--- src/rtl/mfk_pkg.sv ---
package mfk_pkg;

    typedef enum logic [1:0] {
        TONE_PRE  = 2'd0,
        TONE_ZERO = 2'd1,
        TONE_ONE  = 2'd2
    } tone_e;

    typedef enum logic [1:0] {
        ST_IDLE = 2'd0,
        ST_PRE  = 2'd1,
        ST_DATA = 2'd2
    } state_e;

    localparam int unsigned NUM_TONES = 3;

    function automatic int unsigned period_clks(input int unsigned clk_hz,
                                                input int unsigned freq_hz);
        return clk_hz / freq_hz;
    endfunction

    function automatic int unsigned cap_clks(input int unsigned clk_hz,
                                             input int unsigned max_low_us);
        longint unsigned prod;
        prod = longint'(clk_hz) * longint'(max_low_us);
        return int'(prod / 64'd1000000);
    endfunction

    function automatic int unsigned low_clks(input int unsigned per,
                                             input int unsigned cap);
        return ((per / 2) < cap) ? (per / 2) : cap;
    endfunction

    function automatic int unsigned min3(input int unsigned a,
                                         input int unsigned b,
                                         input int unsigned c);
        int unsigned m;
        m = (a < b) ? a : b;
        return (m < c) ? m : c;
    endfunction

endpackage

--- src/rtl/mfk_tone_gen.sv ---
module mfk_tone_gen #(
    parameter int unsigned CLK_HZ     = 50_000_000,
    parameter int unsigned F_PRE      = 500,
    parameter int unsigned F_ZERO     = 750,
    parameter int unsigned F_ONE      = 1000,
    parameter int unsigned MAX_LOW_US = 200,
    parameter int unsigned CNT_W      = 17
) (
    input  logic            clk_i,
    input  logic            rst_i,
    input  logic            run_i,
    input  mfk_pkg::tone_e  tone_i,
    output logic            pin_o,
    output logic            period_end_o
);
    localparam int unsigned CAP = mfk_pkg::cap_clks(CLK_HZ, MAX_LOW_US);

    logic [CNT_W-1:0] last_tbl [mfk_pkg::NUM_TONES];
    logic [CNT_W-1:0] low_tbl  [mfk_pkg::NUM_TONES];

    for (genvar g = 0; g < int'(mfk_pkg::NUM_TONES); g++) begin : g_tone
        localparam int unsigned FREQ = (g == 0) ? F_PRE : (g == 1) ? F_ZERO : F_ONE;
        localparam int unsigned PER  = mfk_pkg::period_clks(CLK_HZ, FREQ);
        localparam int unsigned LOW  = mfk_pkg::low_clks(PER, CAP);
        assign last_tbl[g] = CNT_W'(PER - 1);
        assign low_tbl[g]  = CNT_W'(LOW);
    end

    logic [CNT_W-1:0] cnt_q;
    logic [CNT_W-1:0] cur_last;
    logic [CNT_W-1:0] cur_low;

    always_comb begin
        cur_last = last_tbl[0];
        cur_low  = low_tbl[0];
        case (tone_i)
            mfk_pkg::TONE_ZERO: begin cur_last = last_tbl[1]; cur_low = low_tbl[1]; end
            mfk_pkg::TONE_ONE:  begin cur_last = last_tbl[2]; cur_low = low_tbl[2]; end
            default:            begin cur_last = last_tbl[0]; cur_low = low_tbl[0]; end
        endcase
    end

    always_ff @(posedge clk_i) begin
        if (rst_i || !run_i) begin
            cnt_q <= '0;
        end else if (cnt_q == cur_last) begin
            cnt_q <= '0;
        end else begin
            cnt_q <= cnt_q + 1'b1;
        end
    end

    assign pin_o        = !run_i || (cnt_q >= cur_low);
    assign period_end_o = run_i && (cnt_q == cur_last);

endmodule

--- src/rtl/mfk_seq.sv ---
module mfk_seq #(
    parameter int unsigned PRE_PERIODS = 8,
    parameter int unsigned SYM_CLKS    = 2_000_000
) (
    input  logic            clk_i,
    input  logic            rst_i,
    input  logic            start_i,
    input  logic            bit_valid_i,
    input  logic            bit_i,
    input  logic            period_end_i,
    output logic            run_o,
    output mfk_pkg::tone_e  tone_o,
    output logic            ready_o,
    output logic            busy_o
);
    localparam int unsigned PRE_W = $clog2(PRE_PERIODS + 1);
    localparam int unsigned SYM_W = $clog2(SYM_CLKS + 1);
    localparam logic [PRE_W-1:0] PRE_LAST = PRE_W'(PRE_PERIODS - 1);
    localparam logic [SYM_W-1:0] SYM_LAST = SYM_W'(SYM_CLKS - 1);

    mfk_pkg::state_e  state_q;
    mfk_pkg::tone_e   tone_q;
    logic [PRE_W-1:0] pre_q;
    logic [SYM_W-1:0] sym_q;
    logic             boundary;

    always_comb begin
        boundary = 1'b0;
        if (period_end_i) begin
            if (state_q == mfk_pkg::ST_PRE)  boundary = (pre_q == PRE_LAST);
            if (state_q == mfk_pkg::ST_DATA) boundary = (sym_q == SYM_LAST);
        end
    end

    always_ff @(posedge clk_i) begin
        if (rst_i) begin
            state_q <= mfk_pkg::ST_IDLE;
            tone_q  <= mfk_pkg::TONE_PRE;
            pre_q   <= '0;
            sym_q   <= '0;
        end else if (state_q == mfk_pkg::ST_IDLE) begin
            pre_q <= '0;
            sym_q <= '0;
            if (start_i) begin
                state_q <= mfk_pkg::ST_PRE;
                tone_q  <= mfk_pkg::TONE_PRE;
            end
        end else if (boundary) begin
            sym_q <= '0;
            pre_q <= '0;
            if (bit_valid_i) begin
                state_q <= mfk_pkg::ST_DATA;
                tone_q  <= bit_i ? mfk_pkg::TONE_ONE : mfk_pkg::TONE_ZERO;
            end else begin
                state_q <= mfk_pkg::ST_IDLE;
                tone_q  <= mfk_pkg::TONE_PRE;
            end
        end else begin
            if (state_q == mfk_pkg::ST_PRE && period_end_i) pre_q <= pre_q + 1'b1;
            if (state_q == mfk_pkg::ST_DATA && sym_q != SYM_LAST) sym_q <= sym_q + 1'b1;
        end
    end

    assign run_o   = (state_q != mfk_pkg::ST_IDLE);
    assign busy_o  = run_o;
    assign tone_o  = tone_q;
    assign ready_o = boundary;

endmodule

--- src/rtl/mfk_modulator.sv ---
module mfk_modulator #(
    parameter int unsigned CLK_HZ      = 50_000_000,
    parameter int unsigned F_PRE       = 500,
    parameter int unsigned F_ZERO      = 750,
    parameter int unsigned F_ONE       = 1000,
    parameter int unsigned MAX_LOW_US  = 200,
    parameter int unsigned PRE_PERIODS = 8,
    parameter int unsigned SYM_CLKS    = 2_000_000
) (
    input  logic clk_i,
    input  logic rst_i,
    input  logic start_i,
    input  logic bit_valid_i,
    input  logic bit_i,
    output logic bit_ready_o,
    output logic dim_o,
    output logic busy_o
);
    localparam int unsigned MAX_PER =
        mfk_pkg::period_clks(CLK_HZ, mfk_pkg::min3(F_PRE, F_ZERO, F_ONE));
    localparam int unsigned CNT_W = $clog2(MAX_PER + 1);

    logic           run;
    logic           period_end;
    mfk_pkg::tone_e tone;

    mfk_seq #(
        .PRE_PERIODS (PRE_PERIODS),
        .SYM_CLKS    (SYM_CLKS)
    ) u_seq (
        .clk_i        (clk_i),
        .rst_i        (rst_i),
        .start_i      (start_i),
        .bit_valid_i  (bit_valid_i),
        .bit_i        (bit_i),
        .period_end_i (period_end),
        .run_o        (run),
        .tone_o       (tone),
        .ready_o      (bit_ready_o),
        .busy_o       (busy_o)
    );

    mfk_tone_gen #(
        .CLK_HZ     (CLK_HZ),
        .F_PRE      (F_PRE),
        .F_ZERO     (F_ZERO),
        .F_ONE      (F_ONE),
        .MAX_LOW_US (MAX_LOW_US),
        .CNT_W      (CNT_W)
    ) u_tone (
        .clk_i        (clk_i),
        .rst_i        (rst_i),
        .run_i        (run),
        .tone_i       (tone),
        .pin_o        (dim_o),
        .period_end_o (period_end)
    );

endmodule

--- config.mk ---
export PLATFORM = sky130hd
export DESIGN_NAME = mfk_modulator
export DESIGN_NICKNAME = d
export VERILOG_FILES = /design/src/rtl/mfk_pkg.sv /design/src/rtl/mfk_tone_gen.sv /design/src/rtl/mfk_seq.sv /design/src/rtl/mfk_modulator.sv
export SDC_FILE = /design/constraint.sdc
export NUM_CORES = 1
export LEC_CHECK = 0
export ABC_AREA = 1
export BUFFER_PORTS_ARGS = -buffer_cell sky130_fd_sc_hd__buf_4
export CAP_MARGIN = 25
export CORE_MARGIN = 2
export CORE_UTILIZATION = 40
export DETAILED_ROUTE_END_ITERATION = 10
export GPL_ROUTABILITY_DRIVEN = 0
export PLACE_DENSITY = 0.65
export SYNTH_ARGS = -nofsm -noshare
export SYNTH_HDL_FRONTEND = slang
export SYNTH_SLANG_ARGS = --single-unit
--- constraint.sdc ---
create_clock -name clk_i -period 3.5 [get_ports clk_i]
set_clock_uncertainty 0.1 [all_clocks]
set_input_delay 0.525 -clock clk_i [delete_from_list [all_inputs] [get_ports clk_i]]
set_output_delay 0.525 -clock clk_i [all_outputs]
set_load 0.05 [all_outputs]
* Word-level counts from Yosys, hierarchy flattened
Cells that the tools add are included.
Word-level totals: input port bits 5, register bits 46, logic and storage cells 43
Operators by class: $add $sub $neg 3, order comparisons 1, mux-type cells 13, reductions and logical operators 12, eq/ne operators 9
Operators with widths (number):
- one-hot mux 17 bit (2 select lines) | 1
- adder 21 x 1 -> 21 bit (second input constant) | 1
- equality test 21 bit (second input constant) | 1
- inequality test 21 bit (second input constant) | 1
- two-way mux 2 bit | 9
- adder 17 x 1 -> 17 bit (second input constant) | 1
- equality test 17 bit | 1
- >= comparator 17 x 14 -> 1 bit (second input constant) | 1
- adder 4 x 1 -> 4 bit (second input constant) | 1
- equality test 2 x 1 -> 1 bit (second input constant) | 2
- equality test 2 bit (second input constant) | 2
- equality test 4 x 3 -> 1 bit (second input constant) | 1
- nonzero test 2 bit | 2
- logical AND 1 bit | 3
- two-way mux 1 bit | 3
- OR reduction 3 bit | 1
- zero test 2 bit | 1
- logical OR 1 bit | 2
- inequality test 2 bit (second input constant) | 1
- AND reduction 2 bit | 1
- OR reduction 2 bit | 1
- zero test 1 bit | 1

* Logic depth before layout (Yosys ltp)
Gate-level depths: netlist (run 1).
depth after elaboration 7, gate-level depth with buffers 14

* Cells and area by module
From an unflattened synthesis (run 1), not the netlist that was laid out.
Second synthesis, totals: cell total of the unflattened synthesis 427, area, all modules 2798.9 sq um
Modules (own cells, without submodules):
- mfk_seq | cells each 257, seq. area each 580.6 sq um, times used 1, area an instance 1722.9 sq um
- mfk_tone_gen | cells each 170, seq. area each 340.3 sq um, times used 1, area an instance 1076.0 sq um

* Least setup slack after synthesis (run 1)
Ideal clock, no wire load.
kind reg2out, from register u_seq.tone_q[0] (netlist: u_seq.tone_o[0]), to output bit_ready_o, setup slack 1355 ps, stages on the path, launching flop included 11, data arrival time 1520 ps, required time 2875 ps, path through dfxtp_1 -> inv_1 -> ha_1 -> buf_2 -> nand2_1 -> nand2_1 -> nor2_1 -> nand2_1 -> nor2_4 -> nand3_2 -> nor2_4
On the way: longest elaborated chain between the ends 5, elaborated cells on any way between the ends 6, classes of those cells eq/ne: 3; mux: 2; reduce/logical: 1
RTL lines:
- start: declaration | line mfk_seq.sv:22 | mfk_pkg::tone_e tone_q;
- start signal: assignment | line mfk_seq.sv:38 | tone_q <= mfk_pkg::TONE_PRE;
- start signal: assignment | line mfk_seq.sv:46 | tone_q <= mfk_pkg::TONE_PRE;
- start signal: assignment | line mfk_seq.sv:53 | tone_q <= bit_i ? mfk_pkg::TONE_ONE : mfk_pkg::TONE_ZERO;
- equality test 2 bit or equality test 2 x 1 -> 1 bit (tied branches) | line mfk_tone_gen.sv:36 | case (tone_i)
- one-hot mux 17 bit (2 select lines) (*) | line mfk_tone_gen.sv:36
- equality test 17 bit (*) | line mfk_tone_gen.sv:54 | assign period_end_o = run_i && (cnt_q == cur_last);
- logical AND 1 bit (*) | line mfk_tone_gen.sv:54
- two-way mux 1 bit (*) | line mfk_seq.sv:29 | if (period_end_i) begin
- end: declaration | line mfk_modulator.sv:15 | output logic bit_ready_o,
Mark *: on every way between the ends. The rest lies on a longest branch, timed or not.

* Final worst setup path (run 1)
from register u_seq.sym_q[0], to output bit_ready_o
On the way: longest elaborated chain between the ends 3
RTL lines:
- start: declaration | line mfk_seq.sv:24 | logic [SYM_W-1:0] sym_q;
- start signal: assignment | line mfk_seq.sv:60 | if (state_q == mfk_pkg::ST_DATA && sym_q != SYM_LAST) sym_q <= sym_q + 1'b1;
- equality test 21 bit | line mfk_seq.sv:31 | if (state_q == mfk_pkg::ST_DATA) boundary = (sym_q == SYM_LAST);
- two-way mux 1 bit | line mfk_seq.sv:31
- two-way mux 1 bit | line mfk_seq.sv:29
No other way between the ends.

==> flow_summary.ini, run 1 <==
[timing]
timing.final.crit_period_ns = 3.05
period_share_pct = 87.1
slew_headroom_pct = 65.7
finalHoldViolations = 0
clock.fmax_ghz = 0.328
finalMaxSlewViolations = 0
rsz0062_at_grt = no
fin_setup_tns_ns = 0
worst_slew_pin_slew_ns = 0.512
fin_ws_ns = 0.453
setup_violations = 0

[floorplanning]
start_util_pct = 41.5
die_w_microns = 88.2
fp-row-count = 30
die_h_microns = 88.2
coreArea_sq_mm = 0.00683
ioPinCount = 8
dieArea_sq_mm = 0.00778

[logic_synthesis]
yosysTopAreaCell = dfxtp_1
yosys.cell_types.count = 39
async_flop_share_pct = 0
synthesis.area_sq_mm = 0.00284
synth-warning-count = 0
yosysMostFrequentCell = nand2_1
synth_nets = 432
synth_top_area_share_pct = 32.5
synth_seq_cells = 46
yosys-top-cells-count = nand2_1 (112), inv_1 (52), nor2_1 (50)
syn_area_per_cell_sq_um = 6.74
synth_edf_count = 0
seq_area_frac_synth_pct = 32.5
synthTopCellsByArea = dfxtp_1 (32%), nand2_1 (15%), inv_1 (6.9%)
synth_cells = 421
synth_top_flop_cell = dfxtp_1

[final_layout]
fin_nets = 435
final_cell_count_no_fill = 521
fillers = 726
utilization_pct = 44.5
antennaDiodeCount = 0
drive_gt1_share_pct = 10.1
area.growth.synth_to_final_pct = 7.19
seq_area_sq_um = 921
multi_input_area_sq_mm = 0.00163

[clocking]
cts_buffers = 5
post_cts_buffers = 0
cts-resized-gates = 0
cts.sinks = 46
cts_tree = done
clk_pin_slew_ns = 0.09
root_buffer = clkbuf_8
holdBufCountCts = 0
htreeDepth = 2
clock_latency_ns = 0.30
clockBufferDepth = 2

[grt]
grt.overflow.total = 0
grt_pass1_vias = 2350
grt_pass1_wl_microns = 10300
grt_start_max_net_pins = 23
grt.total_usage_pct = 16.6
grt_antenna_before_repair = 0

[routing]
antenna_left = 0
route.met2.wl_microns = 2780
dr.first_iter.drc_count = 107
vias = 2514
met1_length_microns = 2810
vias_per_cell = 4.83
highest_layer = met4
drc = 0
wirelength_microns = 5810
first_pass_iters = 4
wl_met3_microns = 126
drt-wirelength-per-cell_microns = 11.2

[power]
powerDensity_mw_per_mm2 = 308
leakage_nw = 1.07
power_w = 0.000935
ir_worst_vdd_mv = 0.118

[critical_path]
crit_slowest_cell = dfxtp_1
reg2regPathDepth = 8
end_kind = output port
crit_fanout = 22
cp_top_family = simple AND/OR/NAND/NOR gates
r2r_slack_ns = 1.08
cp_data_arrival_time_ns = 2.42
cp_slowest_stage_delay_ns = 0.40
cp_num_buf_inv = 2
r2r-start = u_seq.sym_q[0]
worstPathRequired_ns = 2.87
reg2reg_to = u_seq.pre_q[0]
crit_chain = ha_1 > nand3_1 > nor2_2 > nand3_1 > nand2_2 > inv_2 > nor2_4 > buf_4
cpMostUsedCell = nand3_1
start_kind = register
criticalPathCategory = reg2out

[hold_path]
worst_hold_path.num_cells = 2
hold_path_class = in2reg
min_from = rst_i
min_to = u_seq.state_q[1]

[placed_design]
io_buffers = 7
place_ws_ns = 0.776
dp_hpwl_microns = 4320
placed_cells = 513

[run_status]
outcome = complete, no violations

[flow_run]
drv_cap = 0
[per-stage QoR]
step / cell area, sq um / hold slack, ns
6_report: 3040 / 0.303
5_1_grt: 3040 / 0.303
4_1_cts: 3040 / 0.294
3_5_place_dp: 2940 / 0.372
3_3_place_gp: 2940 / 0.360
2_1_floorplan: 2840 / 0.341
[metal layers]
layer | GRT usage [%] | vias up
li1 | - | 1339
met5 | 0 | -
met3 | 3.17 | 8
met4 | 6.34 | 0
met1 | 20.8 | 1145
met2 | 28.2 | 22
[power breakdown]
group	leakage (nW)	switching, W	internal (W)
registers	0.371	0.00000214	0.000525
clock network	0.0544	0.000191	0.000181
logic	0.643	0.0000263	0.00000998
total	1.07	0.000219	0.000716
[worst reg2reg max path, stage by stage, from the launching register on]
cell	delay, ns
dfxtp_1	0.40
ha_1	0.21
nand3_1	0.18
nor2_2	0.20
nand3_1	0.11
nand2_2	0.34
nand4_2	0.25
nand2_2	0.40
nor3b_1	0.11
[cell type report]
type,instances,area share (%)
multi-input combinational,308,53.7
sequential,46,30.3
timing repair buffer,7,1.73
clock inverter,1,0.288
inverter,56,6.91
tap,96,3.95
clock buffer,7,3.17
[logic make-up after synthesis]
logic type / count (synthesis) / share of synthesized area (%)
simple gates: 235 / 39.3
buf+inv: 67 / 10.0
compound gates: 46 / 9.09
flops: 46 / 32.5
xor+xnor: 21 / 6.48
fa+ha+maj: 6 / 2.65
[worst max path at each step]
| stage | start | endpoint | slack (ns) | cells after the start |
|---|---|---|---|---|
| after global placement | u_seq.sym_q[0] | bit_ready_o | 0.85 | 8 |
| after floorplan | u_seq.tone_o[0] | bit_ready_o | 1.35 | 10 |
| after global routing | u_seq.sym_q[0] | bit_ready_o | 0.23 | 8 |
| after CTS | u_seq.sym_q[0] | bit_ready_o | 0.43 | 8 |
| final | u_seq.sym_q[0] | bit_ready_o | 0.45 | 8 |
| after detailed placement | u_seq.sym_q[0] | bit_ready_o | 0.78 | 8 |
[cells in the final DEF (no fill, tap or decap), types with 2 or more instances in the layout]
cell	n
nor2_2	3
a21oi_1	24
nand3_1	18
o21ai_0	11
o31ai_1	3
inv_2	4
nor3_1	16
nor3b_1	4
dfxtp_1	46
xor2_1	14
o21ai_1	3
nand3b_1	2
inv_1	52
clkbuf_8	7
nand4_1	8
buf_4	7
nor2_1	50
nand3_2	3
xnor2_1	7
nand2_2	3
ha_1	6
nor3_2	3
nand2_1	112
nor3b_2	2
nor2_4	3
[sequential cells by signal (all words and copies together), names as in the netlist]
register / cells
u_seq.pre_q: 4
u_seq.state_q: 2
u_seq.sym_q: 21
u_seq.tone_o: 2
u_tone.cnt_q: 17
(Power assumes the default switching activity.)
==> run 2: changes to the inputs <==
- MAX_ROUTING_LAYER: default -> met4
==> run 2 against run 1 <==
Against the previous run: final area stayed put; total power hardly changed; first-iteration DRC count is 0.93% higher; register-to-register slack hardly changed; non-clock buffer count stayed put; core utilization stayed put; flip-flop and latch count stayed put; die area stayed put; clock power hardly changed; cell count stayed put.
==> flow_summary.ini, run 2 (same netlist as run 1, synthesis figures left out) <==
[timing]
timing.hold.ws_ns = 0.304
fin_setup_tns_ns = 0
setup_violations = 0
timing.final.crit_period_ns = 3.04
rsz0062_at_grt = no
finalMaxSlewViolations = 0
clock.fmax_ghz = 0.329
worst_slew_pin_slew_ns = 0.512
slew_headroom_pct = 65.7
period_share_pct = 86.7
finalHoldViolations = 0

[clocking]
clk_pin_slew_ns = 0.09
holdBufCountCts = 0
clock_latency_ns = 0.30
cts_tree = done
clockBufferDepth = 2
cts-resized-gates = 0
root_buffer = clkbuf_8
cts_buffers = 5
cts.sinks = 46
post_cts_buffers = 0
htreeDepth = 2

[routing]
vias_per_cell = 4.80
drc = 0
route.met2.wl_microns = 2770
met1_length_microns = 2780
first_pass_iters = 4
wirelength_microns = 5780
vias = 2502
dr.first_iter.drc_count = 108
wl_met3_microns = 143
highest_layer = met4
drt-wirelength-per-cell_microns = 11.1
antenna_left = 0

[final_layout]
largest_register_ffs = 21
final_cell_mix = nand2_1 (112), inv_1 (52), nor2_1 (50)
layout_commonest_cell = nand2_1
drive_gt1_share_pct = 10.1
antennaDiodeCount = 0
reg_top3 = u_seq.sym_q (21), u_tone.cnt_q (17), u_seq.pre_q (4)
area.growth.synth_to_final_pct = 7.19
regMostFlops = u_seq.sym_q
fin_nets = 435

[floorplanning]
ioPinCount = 8
fp-row-count = 30
start_util_pct = 41.5
coreArea_sq_mm = 0.00683
die_h_microns = 88.2
die_w_microns = 88.2
dieArea_sq_mm = 0.00778

[grt]
grt_pass1_wl_microns = 10300
grt_antenna_before_repair = 0
grt_pass1_vias = 2350
grt_start_max_net_pins = 23
grt.total_usage_pct = 17.1
grt.overflow.total = 0

[critical_path]
cp_top_family = simple AND/OR/NAND/NOR gates
start_kind = register
reg2regPathDepth = 8
cp_slowest_stage_delay_ns = 0.40
criticalPathCategory = reg2out
r2r-start = u_seq.sym_q[0]
crit_slowest_cell = dfxtp_1
cpMostUsedCell = nand3_1
reg2reg_to = u_seq.pre_q[0]
crit_chain = ha_1 > nand3_1 > nor2_2 > nand3_1 > nand2_2 > inv_2 > nor2_4 > buf_4
cp_num_buf_inv = 2
r2r_slack_ns = 1.09
cp_data_arrival_time_ns = 2.41
crit_fanout = 22
worstPathRequired_ns = 2.87
crit_start = u_seq.sym_q[0]
end_kind = output port

[placed_design]
io_buffers = 7
dp_hpwl_microns = 4320

[power]
powerDensity_mw_per_mm2 = 307
p_switching_w = 0.000219
cell_internal_pwr_w = 0.000716
ir_worst_vdd_mv = 0.118
clockPowerShare_pct = 39.7
leakage_nw = 1.07
p_seq_share_pct = 56.4
p_comb_share_pct = 3.9
swShare_pct = 23.4

[hold_path]
worst_hold_path.num_cells = 2
hold_path_class = in2reg
min_to = u_seq.state_q[1]
min_from = rst_i

[run_status]
outcome = complete, no violations

[flow_run]
drv_cap = 0
run 2: final cells by class:
type | instances | area, sq um
sequential | 46 | 921
clock inverter | 1 | 8.76
fill | 726 | 3790
multi-input combinational | 308 | 1630
timing repair buffer | 7 | 52.6
tap | 96 | 120
inverter | 56 | 210
clock buffer | 7 | 96.3
run 2: metrics by stage:
stage          instance area, sq um  total power, W  util (%)  setup slack (ns)  std cells
2_1_floorplan                  2840        0.000565         -              1.35        421
3_3_place_gp                   2940        0.000576      43.0             0.851        513
3_5_place_dp                   2940        0.000576      43.0             0.776        513
4_1_cts                        3040        0.000946      44.5             0.428        521
5_1_grt                        3040        0.000966      44.5             0.230        521
6_report                       3040        0.000935      44.5             0.465        521
run 2: worst max-delay path by stage:
stage	to	slack, ns	cells past startpoint
floorplan	bit_ready_o	1.35	10
global placement	bit_ready_o	0.85	8
detailed placement	bit_ready_o	0.78	8
CTS	bit_ready_o	0.43	8
global route	bit_ready_o	0.23	8
finish	bit_ready_o	0.46	8
run 2: layer usage:
metal  GRT usage, %  vias up
li1               -     1341
met5              -        -
met3           3.17        8
met4           6.34        0
met1           20.9     1131
met2           28.2       22
run 2: power groups by stage:
stage / registers [W] / logic (W) / clock network, W
finish: 0.000527 / 0.0000362 / 0.000371
global placement: 0.000539 / 0.0000365 / 0
CTS: 0.000527 / 0.0000368 / 0.000383
global route: 0.000528 / 0.0000405 / 0.000398
floorplan: 0.000539 / 0.0000260 / 0
detailed placement: 0.000539 / 0.0000367 / 0
